**src/rtl/tone_pkg.sv**
```systemverilog
// Shared definitions for the gated tone controller.
// Assumes: nothing beyond IEEE 1800-2017 enums.
package tone_pkg;

    // Controller states: idle, waiting the half-cycle start delay,
    // tone running, tone running out its one-cycle stop tail.
    typedef enum logic [1:0] {
        TS_IDLE  = 2'd0,
        TS_ARM   = 2'd1,
        TS_RUN   = 2'd2,
        TS_DRAIN = 2'd3
    } tone_state_e;

endpackage

```
**src/rtl/tone_gate_sync.sv**
```systemverilog
// Brings the asynchronous envelope input into the clk domain.
// Assumes: STAGES >= 1; the output lags the input by STAGES edges.
module tone_gate_sync #(
    parameter int STAGES = 2
) (
    input  logic clk,
    input  logic rst_n,
    input  logic async_in,
    output logic sync_out
);

    generate
        if (STAGES == 1) begin : g_single
            logic stage_q;

            // Single capture flop.
            always_ff @(posedge clk) begin
                if (!rst_n) stage_q <= 1'b0;
                else        stage_q <= async_in;
            end

            assign sync_out = stage_q;
        end else begin : g_chain
            logic [STAGES-1:0] chain_q;

            // Shift the input through a chain of capture flops.
            always_ff @(posedge clk) begin
                if (!rst_n) chain_q <= '0;
                else        chain_q <= {chain_q[STAGES-2:0], async_in};
            end

            assign sync_out = chain_q[STAGES-1];
        end
    endgenerate

endmodule

```
**src/rtl/tone_half_divider.sv**
```systemverilog
// Divides clk down to one tick per tone half-period.
// Assumes: HALF_CYC >= 2. 'restart' reloads the count so that the
// first tick comes HALF_CYC edges later. With 'run' low the count holds.
module tone_half_divider #(
    parameter int HALF_CYC = 1136
) (
    input  logic clk,
    input  logic rst_n,
    input  logic restart,
    input  logic run,
    output logic tick
);

    localparam int            CW     = (HALF_CYC > 2) ? $clog2(HALF_CYC) : 1;
    localparam logic [CW-1:0] RELOAD = CW'(HALF_CYC - 1);

    logic [CW-1:0] cnt_q;

    // A tick is the last clock of a half-period while running.
    assign tick = run && !restart && (cnt_q == '0);

    // Count down and reload at the end of each half-period or on restart.
    always_ff @(posedge clk) begin
        if (!rst_n) begin
            cnt_q <= RELOAD;
        end else if (restart) begin
            cnt_q <= RELOAD;
        end else if (run) begin
            if (cnt_q == '0) cnt_q <= RELOAD;
            else             cnt_q <= cnt_q - 1'b1;
        end
    end

endmodule

```
**src/rtl/tone_gate_fsm.sv**
```systemverilog
// Sequencer deciding when the tone runs and driving the waveform flop.
// Assumes: 'gate' is already synchronous; 'tick' comes from a divider
// whose restart and run inputs are driven by this module.
module tone_gate_fsm
    import tone_pkg::*;
(
    input  logic clk,
    input  logic rst_n,
    input  logic enable,
    input  logic cont,
    input  logic gate,
    input  logic tick,
    output logic div_restart,
    output logic div_run,
    output logic tone,
    output logic active
);

    tone_state_e state_q, state_d;
    logic        tone_q, tone_d;
    logic        tail_q, tail_d;   // one boundary of the stop tail already passed

    // Next-state and waveform decisions.
    always_comb begin
        state_d     = state_q;
        tone_d      = tone_q;
        tail_d      = tail_q;
        div_restart = 1'b0;
        if (!enable) begin
            state_d = TS_IDLE;
            tone_d  = 1'b0;
            tail_d  = 1'b0;
        end else begin
            unique case (state_q)
                TS_IDLE: begin
                    if (cont) begin
                        state_d     = TS_RUN;
                        tone_d      = 1'b1;
                        div_restart = 1'b1;
                    end else if (gate) begin
                        state_d     = TS_ARM;
                        div_restart = 1'b1;
                    end
                end
                TS_ARM: begin
                    if (cont) begin
                        state_d     = TS_RUN;
                        tone_d      = 1'b1;
                        div_restart = 1'b1;
                    end else if (!gate) begin
                        state_d = TS_IDLE;
                    end else if (tick) begin
                        state_d = TS_RUN;
                        tone_d  = 1'b1;
                    end
                end
                TS_RUN: begin
                    if (tick) tone_d = ~tone_q;
                    if (!gate && !cont) begin
                        state_d = TS_DRAIN;
                        tail_d  = 1'b0;
                    end
                end
                TS_DRAIN: begin
                    if (gate || cont) begin
                        state_d = TS_RUN;
                        if (tick) tone_d = ~tone_q;
                    end else if (tick) begin
                        if (tail_q) begin
                            state_d = TS_IDLE;
                            tone_d  = 1'b0;
                            tail_d  = 1'b0;
                        end else begin
                            tail_d = 1'b1;
                            tone_d = ~tone_q;
                        end
                    end
                end
                default: begin
                    state_d = TS_IDLE;
                    tone_d  = 1'b0;
                    tail_d  = 1'b0;
                end
            endcase
        end
    end

    // State, waveform and tail registers.
    always_ff @(posedge clk) begin
        if (!rst_n) begin
            state_q <= TS_IDLE;
            tone_q  <= 1'b0;
            tail_q  <= 1'b0;
        end else begin
            state_q <= state_d;
            tone_q  <= tone_d;
            tail_q  <= tail_d;
        end
    end

    assign div_run = (state_q != TS_IDLE);
    assign tone    = tone_q;
    assign active  = (state_q == TS_RUN) || (state_q == TS_DRAIN);

endmodule

```
**src/rtl/tone_gate_ctrl.sv**
```systemverilog
// Top of the gated tone controller: enable qualification, envelope
// synchroniser, half-period divider and sequencer.
// Assumes: register-style controls are synchronous to clk; gate_in
// may be asynchronous. HALF_CYC >= 2, SYNC_STAGES >= 1.
module tone_gate_ctrl #(
    parameter int HALF_CYC    = 1136,
    parameter int SYNC_STAGES = 2
) (
    input  logic clk,
    input  logic rst_n,
    input  logic gate_in,
    input  logic tone_en_reg,
    input  logic tone_en_pin,
    input  logic cont_mode,
    input  logic chan_en,
    output logic tone_out,
    output logic tone_active
);

    logic gate_sync;
    logic tick;
    logic div_restart;
    logic div_run;
    logic tone_enable;

    // Tone function armed from either source, and only out of standby.
    assign tone_enable = (tone_en_reg || tone_en_pin) && chan_en;

    tone_gate_sync #(
        .STAGES (SYNC_STAGES)
    ) sync_i (
        .clk      (clk),
        .rst_n    (rst_n),
        .async_in (gate_in),
        .sync_out (gate_sync)
    );

    tone_half_divider #(
        .HALF_CYC (HALF_CYC)
    ) div_i (
        .clk     (clk),
        .rst_n   (rst_n),
        .restart (div_restart),
        .run     (div_run),
        .tick    (tick)
    );

    tone_gate_fsm fsm_i (
        .clk         (clk),
        .rst_n       (rst_n),
        .enable      (tone_enable),
        .cont        (cont_mode),
        .gate        (gate_sync),
        .tick        (tick),
        .div_restart (div_restart),
        .div_run     (div_run),
        .tone        (tone_out),
        .active      (tone_active)
    );

endmodule

```
**config.mk**
```make
export PLATFORM = sky130hd
export DESIGN_NAME = tone_gate_ctrl
export DESIGN_NICKNAME = d
export VERILOG_FILES = /design/src/rtl/tone_pkg.sv /design/src/rtl/tone_gate_sync.sv /design/src/rtl/tone_half_divider.sv /design/src/rtl/tone_gate_fsm.sv /design/src/rtl/tone_gate_ctrl.sv
export SDC_FILE = /design/constraint.sdc
export NUM_CORES = 1
export LEC_CHECK = 0
export CORE_MARGIN = 2
export CORE_UTILIZATION = 57
export CTS_CLUSTER_SIZE = 14
export DETAILED_ROUTE_END_ITERATION = 12
export GPL_TIMING_DRIVEN = 0
export PLACE_DENSITY = 0.8
export SYNTH_ARGS = -nofsm -noshare
export SYNTH_HDL_FRONTEND = slang
export SYNTH_SLANG_ARGS = --single-unit
```
**constraint.sdc**
```tcl
create_clock -name clk -period 3.68 [get_ports clk]
set_input_delay 0.368 -clock clk [delete_from_list [all_inputs] [get_ports clk]]
set_output_delay 0.368 -clock clk [all_outputs]
set_load 0.03 [all_outputs]
```
# [Yosys cells after proc, flatten, opt, wreduce, memory -nomap -nowiden]
# Cells that the tools add are included.
[word_totals] latchBits=0 rom_bits=0 output_inout_bits=2 register_bits=17 ramBits=0 in_bits=7 n_memories=0
[classes] mux=30 addsub=1 eq_ne=13 div_mod_pow=0 reduce_logical=19 n_lt_le_gt_ge=0 n_bitwise=2 mul=0 n_shift=0
[op_table] op="2-bit 2-to-1 mux" n=9
[op_table] op="1-bit 2-to-1 mux" n=16
[op_table] op="11-bit zero test" n=1
[op_table] op="11-bit 2-to-1 mux" n=1
[op_table] op="11-bit by 1-bit subtractor with 11-bit output, second input constant" n=1
[op_table] op="3-bit != test, second input constant" n=3
[op_table] op="2-bit case mux with 4 select lines" n=1
[op_table] op="4-bit AND reduction" n=2
[op_table] op="2-bit != test, second input constant" n=3
[op_table] op="5-bit AND reduction" n=1
[op_table] op="2-bit == test, second input constant" n=2
[op_table] op="1-bit logical AND" n=4
[op_table] op="4-bit != test, second input constant" n=1
[op_table] op="1-bit case mux with 2 select lines" n=2
[op_table] op="1-bit case mux with 4 select lines" n=1
[op_table] op="2-bit nonzero test" n=2
[op_table] op="1-bit zero test" n=3
[op_table] op="1-bit logical OR" n=3
[op_table] op="3-bit by 1-bit != test with 1-bit output, second input constant" n=1
[op_table] op="3-bit by 2-bit != test with 1-bit output, second input constant" n=1
[op_table] op="2-bit by 1-bit == test with 1-bit output, second input constant" n=1
[op_table] op="2-bit zero test" n=1
[op_table] op="2-bit by 1-bit != test with 1-bit output, second input constant" n=1
[op_table] op="1-bit NOT" n=2
[op_table] op="2 further kinds" n=2

# [Longest topological paths before layout]
# Gate-level depths: netlist of the first run.
[logic_depth] depth_word=11 mapped_depth=6 ltp_nobuf=6

# [Cells and area by module]
# From an unflattened synthesis of the first run, not the netlist that was laid out.
[hier_totals] cells_unflattened=106 hier_area_um2=884.6
[by_module_without_submodules] mod="tone_half_divider" area_per_inst_um2=559.3 cells_each=62 n_inst=1 seq_area_each_um2=220.2
[by_module_without_submodules] mod="tone_gate_fsm" area_per_inst_um2=265.3 cells_each=39 n_inst=1 seq_area_each_um2=80.1
[by_module_without_submodules] mod="tone_gate_sync" area_per_inst_um2=52.6 cells_each=4 n_inst=1 seq_area_each_um2=40.0
[by_module_without_submodules] mod="tone_gate_ctrl" area_per_inst_um2=7.5 cells_each=1 n_inst=1 seq_area_each_um2=0.0

# [Worst setup path after synthesis of the first run]
# No wires, ideal clock.
[synth_timing] path_kind="reg2reg" startpoint="reg div_i.cnt_q[2]" endpoint="reg fsm_i.tail_q" stages_incl_launch_ff=5 setup_ns=0.074 arrival_ns=1.952 path_buffers=0 period_less_slack_ns=2.026 required_ns=3.606 setup_slack_ns=1.654 cell_sequence="dfxtp_1 -> or4_4 -> or4_4 -> or4_1 -> a31oi_1"
[synth_via] elab_chain_len=4
[synth_lines] item="from (decl)" line="tone_half_divider.sv:17" source="logic [CW-1:0] cnt_q;"
[synth_lines] item="from (signal assigned)" line="tone_half_divider.sv:30" source="else cnt_q <= cnt_q - 1'b1;"
[synth_lines] item="11-bit zero test" line="tone_half_divider.sv:20" source="assign tick = run && !restart && (cnt_q == '0);"
[synth_lines] item="1-bit logical AND" line="tone_half_divider.sv:20"
[synth_lines] item="2-bit != test (no source line)"
[synth_lines] item="4-bit AND reduction (no source line)"
[synth_lines] item="to (signal assigned)" line="tone_gate_fsm.sv:97" source="tail_q <= tail_d;"
[synth_lines] item="to (decl)" line="tone_gate_fsm.sv:21" source="logic tail_q, tail_d;"
# Every way passes these cells.
# A chain may end at the register's enable or synchronous reset.

==> flow_metrics.py, run 1 <==
metrics = {
    "routing": {
        "drt_wl_total_mm": 1.639,
        "drt-vias-per-instance": 5.852,
        "drtAntennaViolNets": 0,
        "first_pass_iters": 4,
        "wl_per_cell_um": 12.80,
        "drc": 0,
        "drt_iter0_markers": 18,
        "vias": 749,
    },
    "pwr": {
        "p_leak_uw": 0.0003385,
        "seqPwrFrac": 0.596,
        "p_sw_uw": 75.94,
        "p_int_uw": 241.7,
        "power_density_nw_per_um2": 321.0,
        "power_frac_comb": 0.095,
        "peakVddDrop_uv": 213.8,
        "p_sw_frac": 0.2390,
        "clockPowerShare": 0.309,
    },
    "floorplanning": {
        "num_io_pins": 9,
        "num_rows": 14,
        "die_w_um": 42.89,
        "die-area_um2": 1840,
        "die_h_um": 42.89,
        "coreArea_um2": 1454,
        "start_util": 0.5929,
    },
    "cells_and_area": {
        "fin_area_um2": 989.7,
        "final_common_cell": "dfxtp_1",
        "area_delta_synth_final_pct": 14.80,
        "multi_input_comb_area_um2": 491.7,
        "finalCoreUtilization": 0.6807,
        "final_cell_mix": "17 x dfxtp_1, 11 x nand2_1, 9 x nor2_1",
        "regArea_um2": 340.3,
        "fillers": 118,
        "finalNetCount": 122,
        "drive_gt1_frac": 0.09821,
        "antennaDiodeCount": 0,
    },
    "clock_tree": {
        "cts_tree": "done",
        "clock_latency_ns": 0.29,
        "cts.clk_slew.worst_paths_ns": 0.10,
        "cts.root.buffer_cell": "clkbuf_4",
        "cts.sinks": 17,
        "htreeDepth": 1,
        "holdBufCountCts": 0,
        "postCtsSetupRepairBufs": 0,
        "clk_path_buf_depth": 2,
        "cts_buffers": 3,
        "cts_resized": 0,
    },
    "timing": {
        "final.setup.tns_ns": 0,
        "finalCritPeriodShare": 0.5971,
        "skew_ns": 0.0005462,
        "period_needed_ns": 2.197,
        "drv_slew": 0,
        "slew_headroom": 0.4416,
        "clock.fmax_ghz": 0.4551,
        "finalHoldViolCount": 0,
        "rsz0062_at_grt": "no",
        "worst_slew_pin_slew_ns": 0.8271,
        "setup_viol": 0,
    },
    "synth": {
        "seq_area_frac_synth": 0.3948,
        "synth_fp_nets": 109,
        "syn_inst": 100,
        "syn_area_um2": 862.1,
        "yosysWarnings": 0,
        "ys_ff_latch": 17,
        "syn_area_per_cell_um2": 8.621,
        "yosysUniqueCellTypes": 31,
    },
    "grt": {
        "track_usage": 0.2095,
        "grt_max_degree": 11,
        "antenna_found_initial": 0,
        "grt_pass1_wl_mm": 2.842,
        "overflow": 0,
        "grt_pass1_vias": 677,
    },
    "run": {
        "drv_cap": 0,
    },
    "min_path": {
        "hold_class": "flip-flop to flip-flop",
    },
    "worst_setup_path": {
        "crit_path_max_fanout": 10,
        "crit_chain": "clkbuf_1, clkbuf_1, clkdlybuf4s50_1",
        "worst_path_max_delay_cell": "clkdlybuf4s50_1",
        "required_ns": 3.31,
        "crit_path_start_kind": "flip-flop",
        "cp_common_cell": "clkbuf_1",
        "critPathKind": "flip-flop to output port",
        "cp_slowest_stage_delay_ns": 0.67,
        "worstPathArrival_ns": 1.83,
        "crit_buf_inv": 3,
        "path_delay_family": "buffers and inverters",
        "worst_setup_path_end_kind": "output port",
    },
    "placement": {
        "placed_area_um2": 962.2,
        "globalplace.congestion": 0.8407,
        "dp_hpwl_mm": 1.203,
        "io_buffer_count": 8,
    },
    "run_status": {
        "outcome": "completed",
    },
}
[metrics by stage]
stage	total power [µW]	std cells	hold slack (ns)	worst slack, ns
2_1_floorplan	209.3	100	0.4118	1.654
3_3_place_gp	222.4	124	0.4149	1.588
3_5_place_dp	223.3	124	0.4285	1.584
4_1_cts	321.1	128	0.4551	1.481
5_1_grt	334.2	128	0.4573	1.393
6_report	317.7	128	0.4471	1.483
[synth_stat cells]
cell	number	area [µm²]
or3b_2	1	8.760
a31oi_1	2	12.51
nor4_1	2	12.51
o311a_1	1	10.01
or4_1	4	30.03
xnor2_1	3	26.28
xor2_1	5	43.79
ha_1	2	25.02
mux2_2	1	11.26
o21a_1	2	15.01
dfxtp_1	17	340.3
nand3_1	5	25.02
o22a_1	1	8.760
o22ai_1	1	6.260
nand3b_1	1	7.510
nor4bb_1	1	10.01
and2_1	2	12.51
nand4b_1	1	8.760
inv_1	5	18.77
o21ai_0	5	25.02
nor2_1	9	33.78
o31ai_1	2	15.01
nand2_1	11	41.29
clkbuf_1	3	11.26
or4_4	3	33.78
nand2b_1	1	6.260
nor3_1	2	10.01
o311ai_0	2	17.52
a21oi_1	3	15.01
o21ba_2	1	10.01
or4b_2	1	10.01
[kinds of logic after synthesis]
logic type / Yosys count / share of synthesized area
buf+inv: 8 / 0.03483
flops: 17 / 0.3948
simple gates: 44 / 0.2903
fa+ha+maj: 2 / 0.02902
xor+xnor: 8 / 0.08128
compound gates: 20 / 0.1567
mux: 1 / 0.01306
[sequential cells by signal, indices dropped and copies added, names as in the netlist, named ones only]
| name | cells |
|---|---|
| fsm_i.state_q | 1 |
| fsm_i.tail_q | 1 |
| fsm_i.tone | 1 |
| div_i.cnt_q | 11 |
| sync_i.g_chain.chain_q | 2 |
[power by group through the flow]
stage               Clock [µW]  Combinational (µW)  Sequential [µW]
global placement             0                29.1              193
floorplan                    0                15.2              194
global route               111                33.1              190
CTS                        102                29.9              189
detailed placement           0                29.7              194
finish                    98.3                30.1              189
[layout make-up]
type,instances,share of cell area
clock inverter,1,0.005057
timing repair buffer,8,0.08091
buffer,3,0.01138
clock buffer,3,0.02276
tap,16,0.02023
inverter,5,0.01896
sequential,17,0.3439
multi-input combinational,75,0.4968
[metal layers]
layer / routed length (µm) / vias up / GRT usage / part of all wire
met2: 754 / 13 / 0.3152 / 0.46
li1: - / 388 / - / -
met1: 830 / 346 / 0.2686 / 0.51
met5: 0 / - / 0 / 0
met4: 10 / 0 / 0.1250 / 0.0061
met3: 43 / 2 / 0.05106 / 0.026
[worst paths after layout]
path | from | endpoint | slack, ns | cells after the start
setup / recovery | flip-flop | tone_active | 1.48 | 3
hold / removal | sync_i.g_chain.chain_q[0] | sync_i.g_chain.chain_q[1] | 0.45 | 1
setup reg to reg | div_i.cnt_q[2] | fsm_i.tail_q | 1.56 | 4
hold reg to reg | sync_i.g_chain.chain_q[0] | sync_i.g_chain.chain_q[1] | 0.45 | 1
No activity file was read; power rests on OpenSTA's default activity.
==> inputs of run 2 (changes only) <==
--- a/config.mk
+++ b/config.mk
@@ -6,11 +6,11 @@
 export NUM_CORES = 1
 export LEC_CHECK = 0
 export CORE_MARGIN = 2
-export CORE_UTILIZATION = 57
+export CORE_UTILIZATION = 48
 export CTS_CLUSTER_SIZE = 14
 export DETAILED_ROUTE_END_ITERATION = 12
 export GPL_TIMING_DRIVEN = 0
-export PLACE_DENSITY = 0.8
+export PLACE_DENSITY = 0.72
 export SYNTH_ARGS = -nofsm -noshare
 export SYNTH_HDL_FRONTEND = slang
 export SYNTH_SLANG_ARGS = --single-unit
==> constraint.sdc (replaced) <==
create_clock -name clk -period 2 [get_ports clk]
set_input_delay 0.2 -clock clk [delete_from_list [all_inputs] [get_ports clk]]
set_output_delay 0.2 -clock clk [all_outputs]
set_load 0.03 [all_outputs]
==> flow_metrics.py, run 2 (same netlist as run 1, synthesis figures left out) <==
metrics = {
    "run_status": {
        "outcome": "finished, violations left",
        "violations": "negative setup slack",
    },
    "cells_and_area": {
        "final_cell_mix": "14 x dfxtp_1, 11 x nand2_1, 9 x nor2_1",
        "antennaDiodeCount": 0,
        "finalNetCount": 121,
        "largest_reg_flops": 11,
        "final_common_cell": "dfxtp_1",
        "drive_gt1_frac": 0.1441,
        "fillers": 161,
        "regArea_um2": 344.1,
        "multi_input_comb_area_um2": 495.5,
        "regMostFlops": "div_i.cnt_q",
        "area_delta_synth_final_pct": 16.69,
        "top_regs": "div_i.cnt_q x11, sync_i.g_chain.chain_q x2",
    },
    "worst_setup_path": {
        "cp_slowest_stage_delay_ns": 0.55,
        "crit_path_start_kind": "flip-flop",
        "path_delay_family": "simple AND/OR/NAND/NOR gates",
        "worst_setup_path_end_kind": "flip-flop",
        "cp_num_cells": 4,
        "worst_path_max_delay_cell": "or4_4",
        "required_ns": 2.22,
        "rr_worst_depth": 4,
        "critPathKind": "flip-flop to flip-flop",
        "cp_common_cell": "or4_4",
        "worstPathArrival_ns": 2.27,
        "crit_buf_inv": 0,
        "crit_chain": "or4_4, or4_4, or4_1, a31oi_1",
        "crit_path_max_fanout": 5,
    },
    "min_path": {
        "worstHoldPathCells": 1,
        "hold_class": "flip-flop to flip-flop",
    },
    "timing": {
        "final.setup.tns_ns": -0.05700,
        "worst_slack_ns": -0.05700,
        "skew_ns": 0.01027,
        "slew_headroom": 0.6199,
        "worst_slew_pin_slew_ns": 0.5613,
        "setup_viol": 1,
        "rsz0062_at_grt": "yes",
        "clock.fmax_ghz": 0.4861,
        "finalHoldViolCount": 0,
        "finalCritPeriodShare": 1.029,
        "drv_slew": 0,
        "period_needed_ns": 2.057,
    },
    "pwr": {
        "p_leak_uw": 0.0003423,
        "power_uw": 587.3,
        "power_density_nw_per_um2": 583.8,
        "peakVddDrop_uv": 442.6,
    },
    "routing": {
        "first_pass_iters": 4,
        "drt_iter0_markers": 14,
        "drt_wl_total_mm": 1.672,
        "vias": 761,
        "drtAntennaViolNets": 0,
        "drt-vias-per-instance": 5.596,
        "drc": 0,
        "wl_per_cell_um": 12.29,
    },
    "placement": {
        "dp_hpwl_mm": 1.270,
        "io_buffer_count": 8,
        "globalplace.congestion": 0.7955,
    },
    "grt": {
        "overflow": 0,
        "grt_pass1_vias": 686,
        "met3_usage": 0.03529,
        "top_usage_layer": "met2",
        "track_usage": 0.1891,
        "grt_max_degree": 11,
        "met2_usage": 0.2861,
        "grt_pass1_wl_mm": 2.884,
        "met1_usage": 0.2656,
        "antenna_found_initial": 0,
    },
    "floorplanning": {
        "start_util": 0.5048,
        "coreArea_um2": 1708,
        "die-area_um2": 2151,
        "num_rows": 15,
        "die_w_um": 46.38,
        "num_io_pins": 9,
        "die_h_um": 46.38,
    },
    "run": {
        "drv_cap": 0,
    },
    "clock_tree": {
        "cts.sinks": 17,
        "cts_tree": "done",
        "cts.clk_slew.worst_paths_ns": 0.11,
        "htreeDepth": 1,
        "holdBufCountCts": 0,
        "cts.root.buffer_cell": "clkbuf_4",
        "clk_path_buf_depth": 2,
        "cts_buffers": 3,
        "clock_latency_ns": 0.29,
        "postCtsSetupRepairBufs": 0,
    },
}
-- run 2: timing repair --
item	CTS	global route
resized for setup	4	3
pin swaps	1	1
cloned	0	0
setup endpoints to repair	6	14
-- run 2: stage by stage --
stage | cells | hold WS (ns) | area [µm²] | util | setup slack, ns
after floorplan | 100 | 0.2763 | 862.1 | - | 0.04109
after global placement | 133 | 0.4342 | 973.4 | 0.5700 | -0.04424
after detailed placement | 133 | 0.4225 | 973.4 | 0.5700 | -0.04848
after CTS | 137 | 0.4567 | 1007 | 0.5897 | -0.03886
after global routing | 136 | 0.4760 | 1006 | 0.5890 | -0.1538
final | 136 | 0.4551 | 1006 | 0.5890 | -0.05700
-- run 2: path summary, 6_finish.rpt --
path / slack [ns] / start / endpoint
max: -0.06 / div_i.cnt_q[2] / fsm_i.tail_q
min: 0.46 / sync_i.g_chain.chain_q[0] / sync_i.g_chain.chain_q[1]
max reg2reg: -0.06 / div_i.cnt_q[2] / fsm_i.tail_q
min reg2reg: 0.46 / sync_i.g_chain.chain_q[0] / sync_i.g_chain.chain_q[1]
-- run 2: cell type report --
| type | count | share of cell area |
|---|---|---|
| Clock inverter | 1 | 0.004975 |
| Multi-Input combinational cell | 75 | 0.4925 |
| Sequential cell | 17 | 0.3420 |
| Timing Repair Buffer | 8 | 0.07960 |
| Clock buffer | 3 | 0.02239 |
| Buffer | 2 | 0.008707 |
| Inverter | 5 | 0.01866 |
| Tap cell | 25 | 0.03109 |
-- run 2: per-layer routing --
metal / up-vias / share of wire
li1: 386 / -
met1: 358 / 0.50
met2: 13 / 0.44
met3: 4 / 0.036
met4: 0 / 0.016
met5: - / 0
-- run 2: where the power goes --
| part | leakage, µW | switching, µW | internal [µW] |
|---|---|---|---|
| clock network | 0.0000177 | 110 | 74.4 |
| registers | 0.000138 | 4.51 | 344 |
| logic | 0.000187 | 27.9 | 26.9 |
| total | 0.000342 | 142 | 445 |
